**src/rtl/doorbell_status_reg.sv**
```systemverilog
module doorbell_status_reg #(
  parameter int NTHREADS = 4,
  parameter int DATA_W   = 64,
  localparam int TID_W   = (NTHREADS > 1) ? $clog2(NTHREADS) : 1
) (
  input  logic                clk,
  input  logic                rst_n,
  input  logic                single_thread_mode,
  input  logic                hv_capable,
  input  logic                hv_state,
  input  logic                msg_fac_en,
  input  logic                acc_rd,
  input  logic                acc_wr,
  input  logic [TID_W-1:0]    acc_tid,
  input  logic [DATA_W-1:0]   acc_wdata,
  input  logic [NTHREADS-1:0] db_set,
  input  logic [NTHREADS-1:0] db_clr,
  output logic [NTHREADS-1:0] pending,
  output logic [DATA_W-1:0]   rd_data,
  output logic                rd_valid,
  output logic                hv_fac_unavail,
  output logic                hfac_cause_clr
);

  logic                blocked, rd_ok, wr_ok;
  logic [NTHREADS-1:0] wr_mask, wr_val, pend_q, pend_d;
  logic [DATA_W-1:0]   rd_word;
  logic                unused_wdata_hi;

  assign blocked = hv_capable & ~hv_state & ~msg_fac_en;
  assign rd_ok   = acc_rd & ~blocked;
  assign wr_ok   = acc_wr & ~blocked;
  assign unused_wdata_hi = ^acc_wdata[DATA_W-1:NTHREADS];

  always_comb begin
    wr_mask = '0;
    wr_val  = '0;
    if (wr_ok) begin
      if (single_thread_mode) begin
        wr_mask[acc_tid] = 1'b1;
        wr_val           = {NTHREADS{acc_wdata[0]}};
      end else begin
        wr_mask = '1;
        wr_val  = acc_wdata[NTHREADS-1:0];
      end
    end
  end

  for (genvar g = 0; g < NTHREADS; g++) begin : g_thr
    assign pend_d[g] = wr_mask[g] ? wr_val[g]
                                  : (db_set[g] | (pend_q[g] & ~db_clr[g]));
  end

  always_comb begin
    rd_word = '0;
    if (single_thread_mode) rd_word[0] = pend_q[acc_tid];
    else                    rd_word[NTHREADS-1:0] = pend_q;
  end

  always_ff @(posedge clk or negedge rst_n) begin
    if (!rst_n) begin
      pend_q         <= '0;
      rd_data        <= '0;
      rd_valid       <= 1'b0;
      hv_fac_unavail <= 1'b0;
    end else begin
      pend_q         <= pend_d;
      rd_valid       <= rd_ok;
      hv_fac_unavail <= blocked & (acc_rd | acc_wr);
      if (rd_ok) rd_data <= rd_word;
    end
  end

  assign pending        = pend_q;
  assign hfac_cause_clr = hv_fac_unavail;

  p_rvalid_cause_r2: assert property (@(posedge clk) disable iff (!rst_n)
    rd_valid |-> $past(acc_rd) && !$past(blocked));

  p_upper_zero_r2: assert property (@(posedge clk) disable iff (!rst_n)
    rd_valid |-> (rd_data[DATA_W-1:NTHREADS] == '0));

  p_shared_write_r3: assert property (@(posedge clk) disable iff (!rst_n)
    (acc_wr && !blocked && !single_thread_mode) |=> (pending == $past(acc_wdata[NTHREADS-1:0])));

  p_private_read_r4: assert property (@(posedge clk) disable iff (!rst_n)
    (acc_rd && !blocked && single_thread_mode) |=> (rd_data[DATA_W-1:1] == '0));

  p_blocked_hold_r6: assert property (@(posedge clk) disable iff (!rst_n)
    (acc_wr && blocked && db_set == '0 && db_clr == '0) |=> $stable(pending));

  p_blocked_excl_r6: assert property (@(posedge clk) disable iff (!rst_n)
    hv_fac_unavail |-> !rd_valid);

  p_exc_cause_r8: assert property (@(posedge clk) disable iff (!rst_n)
    hv_fac_unavail |-> $past(blocked));

endmodule

```
**config.mk**
```make
export PLATFORM = sky130hd
export DESIGN_NAME = doorbell_status_reg
export DESIGN_NICKNAME = d
export VERILOG_FILES = /design/src/rtl/doorbell_status_reg.sv
export SDC_FILE = /design/constraint.sdc
export NUM_CORES = 1
export LEC_CHECK = 0
export BUFFER_PORTS_ARGS = -buffer_cell sky130_fd_sc_hd__buf_2
export CORE_ASPECT_RATIO = 1.25
export CORE_MARGIN = 2
export CORE_UTILIZATION = 32
export CTS_CLUSTER_SIZE = 16
export DETAILED_ROUTE_END_ITERATION = 12
export GPL_ROUTABILITY_DRIVEN = 0
export PLACE_DENSITY = 0.86
export REMOVE_ABC_BUFFERS = 1
export SLEW_MARGIN = 5
export SYNTH_ARGS = -nofsm -noshare
export SYNTH_HDL_FRONTEND = slang
export SYNTH_SLANG_ARGS = --single-unit
```
**constraint.sdc**
```tcl
create_clock -name clk -period 3.2 [get_ports clk]
set_clock_uncertainty 0.15 [all_clocks]
set_input_delay 0.16 -clock clk [delete_from_list [all_inputs] [get_ports clk]]
set_output_delay 0.16 -clock clk [all_outputs]
set_load 0.05 [all_outputs]
```
== After elaboration in Yosys (flattened, before gate mapping) ==
Index checks and enable logic that the tools add are counted.

* Word-level logic and storage cells: 42
* Output and inout bits: 71
* Input bits: 82
* Register bits after elaboration: 10

* Magnitude comparators: 2
* Reduce and logical (&&, ||, !) cells: 1
* Bitwise logic cells: 21
* Mux-type cells: 14

{| class="wikitable"
|+ Operator list
! operator !! count
|-
| 4-bit 2-to-1 mux || 4
|-
| 1-bit bitwise AND || 9
|-
| 1-bit 2-to-1 mux || 7
|-
| 1-bit inverter || 7
|-
| 1-bit bitwise OR || 5
|-
| 2-bit by 3-bit < comparator with 1-bit output, second input constant || 1
|-
| 3-bit 2-to-1 mux || 1
|-
| 1-bit binary-select mux with 2-bit select || 1
|-
| 1-bit demux with 2-bit select || 1
|-
| 2-bit by 1-bit greater-or-equal comparator with 1-bit output, second input constant || 1
|-
| 1-bit logical AND || 1
|}

== Depth between registers and ports, before layout ==
Gate-level depths: netlist (run 1).

* Depth after elaboration: 7
* Gate-level depth with buffers: 5
* Gate-level depth less buffers: 5

== Worst setup path after synthesis (run 1) ==
No wires, ideal clock.

* Path kind: register to register
* Start point: register pend_q[3], in the netlist pending[3]
* End point: register rd_data[0]
* Period minus slack after synthesis: 1348 ps
* Setup time: 124 ps
* Cell stages (with the launch flop): 5
* Required time: 2926 ps
* Path buffers: 0
* Setup slack: 1852 ps
* Arrival: 1074 ps
* Cells stage by stage: dfrtp_1 > mux2i_1 > nand2_1 > a32oi_1 > a21oi_1

* Cells in the longest elaborated chain, start to end: 3

{| class="wikitable"
|+ RTL lines
! what !! RTL line !! source
|-
| start: declaration || 26 || <nowiki>logic [NTHREADS-1:0] wr_mask, wr_val, pend_q, pend_d;</nowiki>
|-
| start signal: assignment || 67 || <nowiki>pend_q <= pend_d;</nowiki>
|-
| 1-bit binary-select mux with 2-bit select || 56 || <nowiki>if (single_thread_mode) rd_word[0] = pend_q[acc_tid];</nowiki>
|-
| 1-bit 2-to-1 mux (implied by the code) || 56 ||
|-
| 1-bit 2-to-1 mux || 56 ||
|-
| end signal: assignment || 70 || <nowiki>if (rd_ok) rd_data <= rd_word;</nowiki>
|-
| end: declaration || 19 || <nowiki>output logic [DATA_W-1:0] rd_data,</nowiki>
|}

Every way passes these cells. The select of a mux whose other input is x is not followed.
A chain may end at the register's enable or synchronous reset.

== Worst setup path in the final report (run 1) ==
* Start point: input port acc_rd
* End point: register rd_data[0]

* Cells in the longest elaborated chain, start to end: 1

{| class="wikitable"
|+ RTL lines
! what !! RTL line !! source
|-
| start: declaration || 12 || <nowiki>input logic acc_rd,</nowiki>
|-
| 1-bit bitwise AND || 31 || <nowiki>assign rd_ok = acc_rd & ~blocked;</nowiki>
|-
| named net rd_ok || 25 || <nowiki>logic blocked, rd_ok, wr_ok;</nowiki>
|}

The timed path passes the listed nets, and every way through them passes these cells.

==> results.yml, run 1 <==
run_status:
  status: "complete, no violations"
cts:
  clk_pin_slew_worst_paths_ns: 0.05
  cts-root-buf: "clkbuf_8"
  cts_resized: 0
  cts_tree: "done"
  numCtsBuffers: 3
  clock-sinks: 10
  cts.path.max_buffers: 2
  htree_levels: 1
  insertion_delay_ns: 0.23
global_route:
  grt_max_degree: 11
  grt_overflow: 0
  antenna_found_initial: 0
  grt_usage_pct: 9.98
  grt_pass1_wl_mm: 2.55
  grt_pass1_vias: 569
sta:
  fin_crit_ns: 1.27
  setup_viol: 0
  fin_crit_sh_pct: 39.7
  final_hold_viol_count: 0
  clock.fmax_mhz: 786
  maxSlewViolCount: 0
  rsz0062_at_grt: "false"
  setup-tns-final_ns: 0
drt:
  routed-via-count: 745
  ant_nets: 0
  drt_iter0_drc: 7
  drc: 0
  wl_mm: 1.82
  routedWlPerCell_um: 9.40
  post_drt_via_cell_ratio: 3.86
  firstDrtPassIters: 4
setup_path:
  cp-end-kind: "flip-flop"
  cpPeakStageDelay_ns: 0.51
  path_cells: "dlygate4sd3_1, buf_2, or2b_4, inv_2, nor2_1, a21oi_1"
  r2r_cells: 4
  cp.arrival_ns: 1.28
  worst-path-stages: 6
  crit_slowest_cell: "dlygate4sd3_1"
  worst-path-buf-inv: 3
  required_ns: 3.21
  critPathTopFamily: "buffers and inverters"
  cp_max_fo: 7
  critical_path_class: "input port to flip-flop"
  timing.critical_path.from_type: "input port"
layout:
  post-route-util_pct: 33.9
  layout-drive-gt1-share_pct: 26.3
  antenna_cells: 0
  finalInstanceArea_sq_um: 1060
  area_growth_syn_to_layout_pct: 3.03
  n_fill_cell: 333
  fin_nets: 240
placed_design:
  hpwlAfterDp_mm: 1.52
  io_buffers: 32
  placed_area_sq_um: 993
floorplan:
  core_sq_um: 3140
  start_util_pct: 32.9
  num_io_pins: 153
  fp.dieH_um: 67.5
  die_area_sq_um: 3700
  dieWidth_um: 54.8
  num_rows: 23
logic_synthesis:
  synthAdderAreaFrac_pct: 0
  ys_types: 23
  synth_area_leaders: "buf_4 44%, dfrtp_1 24%, a32oi_1 3.4%"
  yosysWarnings: 0
  synth_compound_area_share_pct: 12.2
  synth_top_family_by_area: "buffers and inverters"
  synthSimpleGateAreaFrac_pct: 13.8
  syn_inst: 122
  avgSynthCellArea_sq_um: 8.47
  syn-cell-area_sq_um: 1030
  yosysSeqAreaShare_pct: 24.2
  yosysTopAreaCell: "buf_4"
  synth_xor_xnor_area_share_pct: 0
  synth.top_cell.area_share_pct: 44.3
  muxShareOfSynthArea_pct: 1.94
  synth-seq-cells: 10
worst_hold_path:
  hold_class: "input port to flip-flop"
  hold_depth: 3
pwr:
  p_clk_share_pct: 23.0
  p_sw_uw: 294
  pwr-share-seq_pct: 26.9
  p_per_area_nw_per_um2: 522
  p_int_uw: 262
  vdd_drop_max_v: 0.000296
  p_sw_share_pct: 52.8
  p_leak_nw: 0.620
  comb_power_share_pct: 50.1
job:
  max_cap_violations: 0
## cells by family (layout without fill, tap and decap cells)
family          Yosys count  count (layout)
buf+inv                  69              44
simple gates             22              22
compound gates           18              18
flops                    10              10
mux                       2               2
other cells               1              60
## repair_timing
item | in CTS | in global routing
hold endpoints to repair | 12 | 0
endpoints found under the setup margin | 0 | 0
hold buffers | 3 | 0
setup buffers | 0 | 0
## per-layer routing
metal / up-vias / part of all wire (%) / global-route usage [%]
met5: - / 0 / 0
met4: 0 / 1.4 / 3.75
met3: 2 / 19 / 4.65
met2: 88 / 42 / 15.8
met1: 314 / 37 / 11.5
li1: 341 / - / -
## worst paths after layout
kind / end / slack (ns) / start
max: rd_data[0] / 1.93 / acc_rd
min: pending[3] / 0.005 / acc_wdata[3]
min in group asynchronous: pending[1] / 0.18 / rst_n
max reg2reg: rd_data[0] / 2.00 / pending[3]
min reg2reg: rd_data[1] / 0.32 / rd_data[1]
max in group asynchronous: rd_data[2] / 2.53 / rst_n
## sequential cells by signal, summed over array words and instances, names as in the netlist
register / count
hfac_cause_clr: 1
pending: 4
rd_data: 4
rd_valid: 1
## metrics by stage
stage          worst slack [ns]  hold WS, ns  cells  total power [mW]
2_1_floorplan              1.85       -0.286    118             0.383
4_1_cts                    1.92     0.000538    193             0.561
6_report                   1.93      0.00527    193             0.556
3_5_place_dp               1.94       -0.113    187             0.427
3_3_place_gp               1.97       -0.115    187             0.425
5_1_grt                    1.85       0.0161    193             0.586
## power by group through the flow
stage / Sequential, mW / Clock [mW] / Combinational [mW]
2_1_floorplan: 0.199 / 0 / 0.183
3_3_place_gp: 0.151 / 0 / 0.273
3_5_place_dp: 0.152 / 0 / 0.275
4_1_cts: 0.150 / 0.133 / 0.278
5_1_grt: 0.151 / 0.140 / 0.294
6_report: 0.150 / 0.128 / 0.278
## cells in the mapped netlist
cell      instances
a21boi_0          2
a21oi_1           4
a32oi_1           4
buf_2             2
buf_4            61
conb_1            1
dfrtp_1          10
inv_1             5
inv_2             1
mux2i_1           2
nand2_1           9
nand2b_1          3
nand2b_4          2
nand3_1           1
nor2_1            2
nor2b_1           2
nor3b_1           1
nor3b_4           1
o21a_1            1
o21ai_0           4
o21ai_4           1
o22ai_1           2
or2b_4            1
## placed cells by master, fill, tap and decap left out, types with 4 or more instances in the layout
master | synthesis | routed
conb_1 | 1 | 60
buf_2 | 2 | 32
dfrtp_1 | 10 | 10
nand2_1 | 9 | 9
inv_1 | 5 | 5
a21oi_1 | 4 | 4
a32oi_1 | 4 | 4
o21ai_0 | 4 | 4
## cell type report
| class | instances | area, sq um | share of cell area, % |
|---|---|---|---|
| clock buffer | 3 | 41.3 | 3.88 |
| inverter | 6 | 22.5 | 2.12 |
| multi-input combinational | 102 | 514 | 48.3 |
| sequential | 10 | 250 | 23.5 |
| tap | 37 | 46.3 | 4.35 |
| timing repair buffer | 35 | 190 | 17.9 |
## worst register-to-register path, stage by stage (launching register included)
cell,delay (ns)
dfrtp_1,0.41
mux2i_1,0.15
nand2_1,0.06
a32oi_1,0.21
a21oi_1,0.09
(Power assumes the default switching activity.)
==> run 2: changes to the inputs <==
Settings changed: ABC_AREA set to 1, CORE_UTILIZATION 32 to 29, PLACE_DENSITY 0.86 to 0.8.
Clock period 3.2 ns to 1.23 ns, I/O delays scaled along.
==> run 2 against run 1 <==
Effect of this change: final area up 13%; critical endpoint is now pending[3]; critical path type is now flip-flop to primary output; count of clock-buffer cells in the layout increased by 1; sequential power grew to 2.6 times the previous value; synthesized cell count grew 12%; worst setup slack got worse by 1.9 ns; clock power rose to 3.3 times the previous value; register-to-register slack worse by 1.8 ns; critical path depth decreased by 5; die area up 7.0%; sequential share of layout area fell by 2.6 points.
==> results.yml, run 2 <==
run_status:
  status: "complete, no violations"
layout:
  layout_common_cells: "60 x conb_1, 31 x buf_2, 21 x nand2_1"
  area_growth_syn_to_layout_pct: 19.1
  instances_no_fill: 223
  antenna_cells: 0
  finalInstanceArea_sq_um: 1200
  layout_commonest_cell: "conb_1"
  fin_nets: 269
  layout-drive-gt1-share_pct: 25.3
sta:
  rsz0062_at_grt: "false"
  fin_crit_ns: 1.17
  maxSlewViolCount: 0
  clock.fmax_mhz: 855
  fin_crit_sh_pct: 95.1
  setup-tns-final_ns: 0
  final_hold_viol_count: 0
  setup_viol: 0
  hold_slack_ns: 0.0113
setup_path:
  r2r-start: "pending[3]"
  worst-path-buf-inv: 1
  r2r_cells: 4
  cp.arrival_ns: 0.96
  path_cells: "buf_2"
  r2r-end: "rd_data[0]"
  cp_max_fo: 4
  required_ns: 1.02
  r2r_slack_ns: 0.20
  critPathTopFamily: "flip-flops"
  crit_slowest_cell: "dfrtp_1"
  critical_path_class: "flip-flop to primary output"
  timing.critical_path.from_type: "flip-flop"
  cp-end-kind: "primary output"
  cpPeakStageDelay_ns: 0.42
floorplan:
  fp.dieH_um: 69.9
  num_rows: 23
  num_io_pins: 153
  start_util_pct: 31.0
  dieWidth_um: 56.7
  core_sq_um: 3250
  die_area_sq_um: 3960
pwr:
  p_leak_nw: 0.721
  p_per_area_nw_per_um2: 1310
  vdd_drop_max_v: 0.000810
  finalPower_mw: 1.58
placed_design:
  hpwlAfterDp_mm: 1.54
  placed_area_sq_um: 977
  dp.cells: 204
  io_buffers: 32
worst_hold_path:
  whs_endpoint: "pending[1]"
  hold_depth: 5
  hold_start: "acc_wdata[1]"
  hold_class: "input port to flip-flop"
global_route:
  use_met1_pct: 10.5
  grt_max_degree: 11
  grt_pass1_wl_mm: 3.00
  antenna_found_initial: 0
  grt_use_met2_pct: 16.0
  grt_usage_pct: 9.83
  grt_util_met3_pct: 5.37
  grt-busiest-layer: "met2"
  grt_pass1_vias: 707
  grt_overflow: 0
logic_synthesis:
  yosysTopAreaCell: "buf_4"
  syn-cell-area_sq_um: 1010
  syn_inst: 137
  synth_commonest_cells: "61 x buf_4, 22 x nand2_1, 12 x nor2_1"
  yosysMostFrequentCell: "buf_4"
  synth.top_cell.area_share_pct: 45.5
  synth-seq-cells: 10
  synth-async-reset-ratio_pct: 100
  yosysSeqAreaShare_pct: 24.8
  synth_edf_count: 0
  synth_ff_type: "dfrtp_1"
  ys_types: 15
  avgSynthCellArea_sq_um: 7.35
  synth_area_leaders: "buf_4 45%, dfrtp_1 25%, nand2_1 8.2%"
  yosysWarnings: 0
cts:
  clk_pin_slew_worst_paths_ns: 0.05
  cts-root-buf: "clkbuf_8"
  numCtsBuffers: 3
  cts.path.max_buffers: 2
  post_cts_buffers: 0
  htree_levels: 1
  clock-sinks: 10
  insertion_delay_ns: 0.24
  cts_tree: "done"
drt:
  post_drt_via_cell_ratio: 3.67
  drt_iter0_drc: 31
  wl_mm: 1.93
  routedWlPerCell_um: 8.64
  ant_nets: 0
  routed-via-count: 819
  drc: 0
  firstDrtPassIters: 2
job:
  max_cap_violations: 0
==> run 2: kinds of logic (layout without fill, tap and decap cells) <==
group / after synthesis / after routing / share of synthesized area [%]
simple gates: 44 / 44 / 19.4
flops: 10 / 10 / 24.8
buf+inv: 71 / 61 / 49.2
compound gates: 11 / 11 / 6.21
other cells: 1 / 60 / 0.372
==> run 2: worst max path at each step <==
stage                        from          to  slack (ns)  cells past startpoint
3_5_place_dp           pending[3]  rd_data[0]        0.21                      4
2_1_floorplan          pending[1]  rd_data[0]       -0.01                      4
4_1_cts        single_thread_mode  pending[0]        0.03                      7
5_1_grt        single_thread_mode  rd_data[0]       0.007                      7
3_3_place_gp           pending[3]  rd_data[0]        0.23                      4
6_report               pending[3]  pending[3]        0.06                      1
==> run 2: stage by stage <==
| step | util (%) | worst slack, ns |
|---|---|---|
| floorplan | - | -0.0120 |
| global placement | 30.0 | 0.226 |
| detailed placement | 30.0 | 0.215 |
| CTS | 36.4 | 0.0308 |
| global route | 36.9 | 0.00725 |
| finish | 36.9 | 0.0608 |
==> run 2: area by class of cell <==
class,count,area (sq um)
fillers,353,2050
multi-input cells,115,493
well taps,37,46.3
repair buffers,47,313
inverters,10,42.5
flip-flops and latches,10,250
clock buffers,4,55.1
==> run 2: power breakdown <==
| part | leakage (nW) | internal [mW] | switching [mW] | total [mW] |
|---|---|---|---|---|
| clock network | 0.0288 | 0.282 | 0.138 | 0.420 |
| registers | 0.122 | 0.365 | 0.0265 | 0.391 |
| logic | 0.570 | 0.124 | 0.641 | 0.765 |
==> run 2: layer usage <==
metal / routed length (um) / vias to the layer above / part of all wire [%]
li1: - / 401 / -
met1: 714 / 332 / 37
met2: 842 / 84 / 44
met3: 359 / 2 / 19
met4: 10 / 0 / 0.52
met5: 0 / - / 0
==> run 2: tightest hold or removal path, delay by kind of cell <==
kind	cells	cell delay (ns)
simple gates	4	0.23
buf+inv	1	0.08
==> run 2: repair_timing <==
| item | 4_1_cts | 5_1_grt |
|---|---|---|
| hold buffers | 15 | 0 |
| endpoints found under the hold margin | 17 | 0 |
| endpoints found under the setup margin | 0 | 5 |
| resized for setup | 0 | 7 |
==> run 3: changes to the inputs <==
Clock period 1.23 ns to 1.3 ns, I/O delays scaled along.
==> run 3 against run 2 <==
Effect of this change: first-iteration DRC count fell by 42%; total power fell by 5.9%; global-route usage fell by 0.15 points; largest power group unchanged; sequential share of layout area rose by 0.22 points; combinational power fell by 6.0%.
==> results.yml, run 3 (same netlist as run 2, synthesis figures left out) <==
setup_path:
  worst-path-buf-inv: 3
  cp-end-kind: "flip-flop"
  critPathLaunch: "hv_state"
  r2r_slack_ns: 0.27
  r2r-end: "rd_data[0]"
  timing.critical_path.from_type: "input port"
  path_cells: "dlygate4sd3_1, buf_2, nand3b_4, nand2_2, inv_1, nor2_1, a21oi_1"
  r2r-start: "pending[3]"
  cp_max_fo: 8
  critPathTopFamily: "buffers and inverters"
  cpPeakStageDelay_ns: 0.53
  required_ns: 1.27
  r2r_cells: 4
  crit_slowest_cell: "dlygate4sd3_1"
  worst-path-stages: 7
  cp-endpoint: "rd_data[0]"
  critical_path_class: "input port to flip-flop"
  cp.arrival_ns: 1.21
floorplan:
  fp.dieH_um: 69.9
  core_sq_um: 3250
  die_area_sq_um: 3960
  start_util_pct: 31.0
  num_io_pins: 153
  dieWidth_um: 56.7
  num_rows: 23
sta:
  fin_crit_ns: 1.24
  rsz0062_at_grt: "true"
  clock.fmax_mhz: 804
  setup_viol: 0
  final_hold_viol_count: 0
  maxSlewViolCount: 0
  fin_crit_sh_pct: 95.6
  setup-tns-final_ns: 0
  hold_slack_ns: 0.00161
  setup_ws_ns: 0.0570
global_route:
  grt_usage_pct: 9.68
  grt_overflow: 0
  antenna_found_initial: 0
  grt_pass1_wl_mm: 2.96
  grt_max_degree: 11
  grt_pass1_vias: 703
pwr:
  p_leak_nw: 0.721
  vdd_drop_max_v: 0.000755
  p_per_area_nw_per_um2: 1250
  finalPower_mw: 1.48
cts:
  cts-root-buf: "clkbuf_8"
  cts_tree: "done"
  clk_pin_slew_worst_paths_ns: 0.05
  htree_levels: 1
  cts.path.max_buffers: 2
  clock-sinks: 10
  numCtsBuffers: 3
  insertion_delay_ns: 0.24
  post_cts_buffers: 0
layout:
  instances_no_fill: 223
  post-route-util_pct: 36.5
  layout-drive-gt1-share_pct: 24.7
  n_fill_cell: 356
  area_growth_syn_to_layout_pct: 17.9
  layout_common_cells: "60 x conb_1, 32 x buf_2, 21 x nand2_1"
  layout_commonest_cell: "conb_1"
  fin_nets: 269
  finalInstanceArea_sq_um: 1190
  antenna_cells: 0
worst_hold_path:
  hold_class: "input port to flip-flop"
placed_design:
  placed_area_sq_um: 977
  hpwlAfterDp_mm: 1.54
  place_ws_ns: 0.285
  dp.cells: 204
  io_buffers: 32
drt:
  ant_nets: 0
  firstDrtPassIters: 4
  post_drt_via_cell_ratio: 3.65
  routedWlPerCell_um: 8.50
  drt_iter0_drc: 18
  wl_mm: 1.90
  drc: 0
  routed-via-count: 814
job:
  max_cap_violations: 0
run_status:
  status: "complete, no violations"
[run 3: cell count changes in the layout (fill, tap and decap cells not counted)]
cell	delta
clkbuf_4	-1
nor2_1	+1
buf_2	+1
nor2_4	-1
inv_4	+1
inv_6	-1
[run 3: where the power goes]
group / switching [mW] / internal [mW]
Combinational: 0.604 / 0.115
Clock: 0.127 / 0.267
Sequential: 0.0250 / 0.345
Total: 0.756 / 0.727
[run 3: final cells by class]
cell class,instances,area (sq um),share of cell area [%]
Tap cell,37,46.3,3.90
Sequential cell,10,250,21.1
Inverter,10,40.0,3.37
Clock buffer,4,55.1,4.64
Multi-Input combinational cell,115,485,40.9
Timing Repair Buffer,47,310,26.1
[run 3: how the worst min path moves through the flow]
stage | slack [ns] | start | cells past startpoint | to
2_1_floorplan | -0.38 | rst_n | 0 | hfac_cause_clr
3_3_place_gp | -0.21 | rst_n | 1 | rd_valid
3_5_place_dp | -0.21 | rst_n | 1 | hfac_cause_clr
4_1_cts | 0.001 | acc_wdata[3] | 5 | pending[3]
5_1_grt | 0.03 | acc_wdata[3] | 5 | pending[3]
6_report | 0.002 | acc_wdata[3] | 5 | pending[3]
[run 3: worst reg2reg max path: stages (launching register included)]
cell,delay [ns]
dfrtp_1,0.42
nand3_1,0.11
nand3_1,0.08
nand2_1,0.06
a21oi_1,0.13
[run 3: layer usage]
metal / up-vias / track usage, % / wire length (um)
met2: 84 / 15.5 / 812
met5: - / 0 / 0
met4: 0 / 3.70 / 10
li1: 400 / - / -
met1: 328 / 10.8 / 714
met3: 2 / 5.00 / 359
[run 3: repair_timing]
item / 4_1_cts / 5_1_grt
endpoints found under the setup margin: 0 / 4
gates resized for setup: 0 / 3
hold buffers: 15 / 0
hold endpoints to repair: 17 / 0
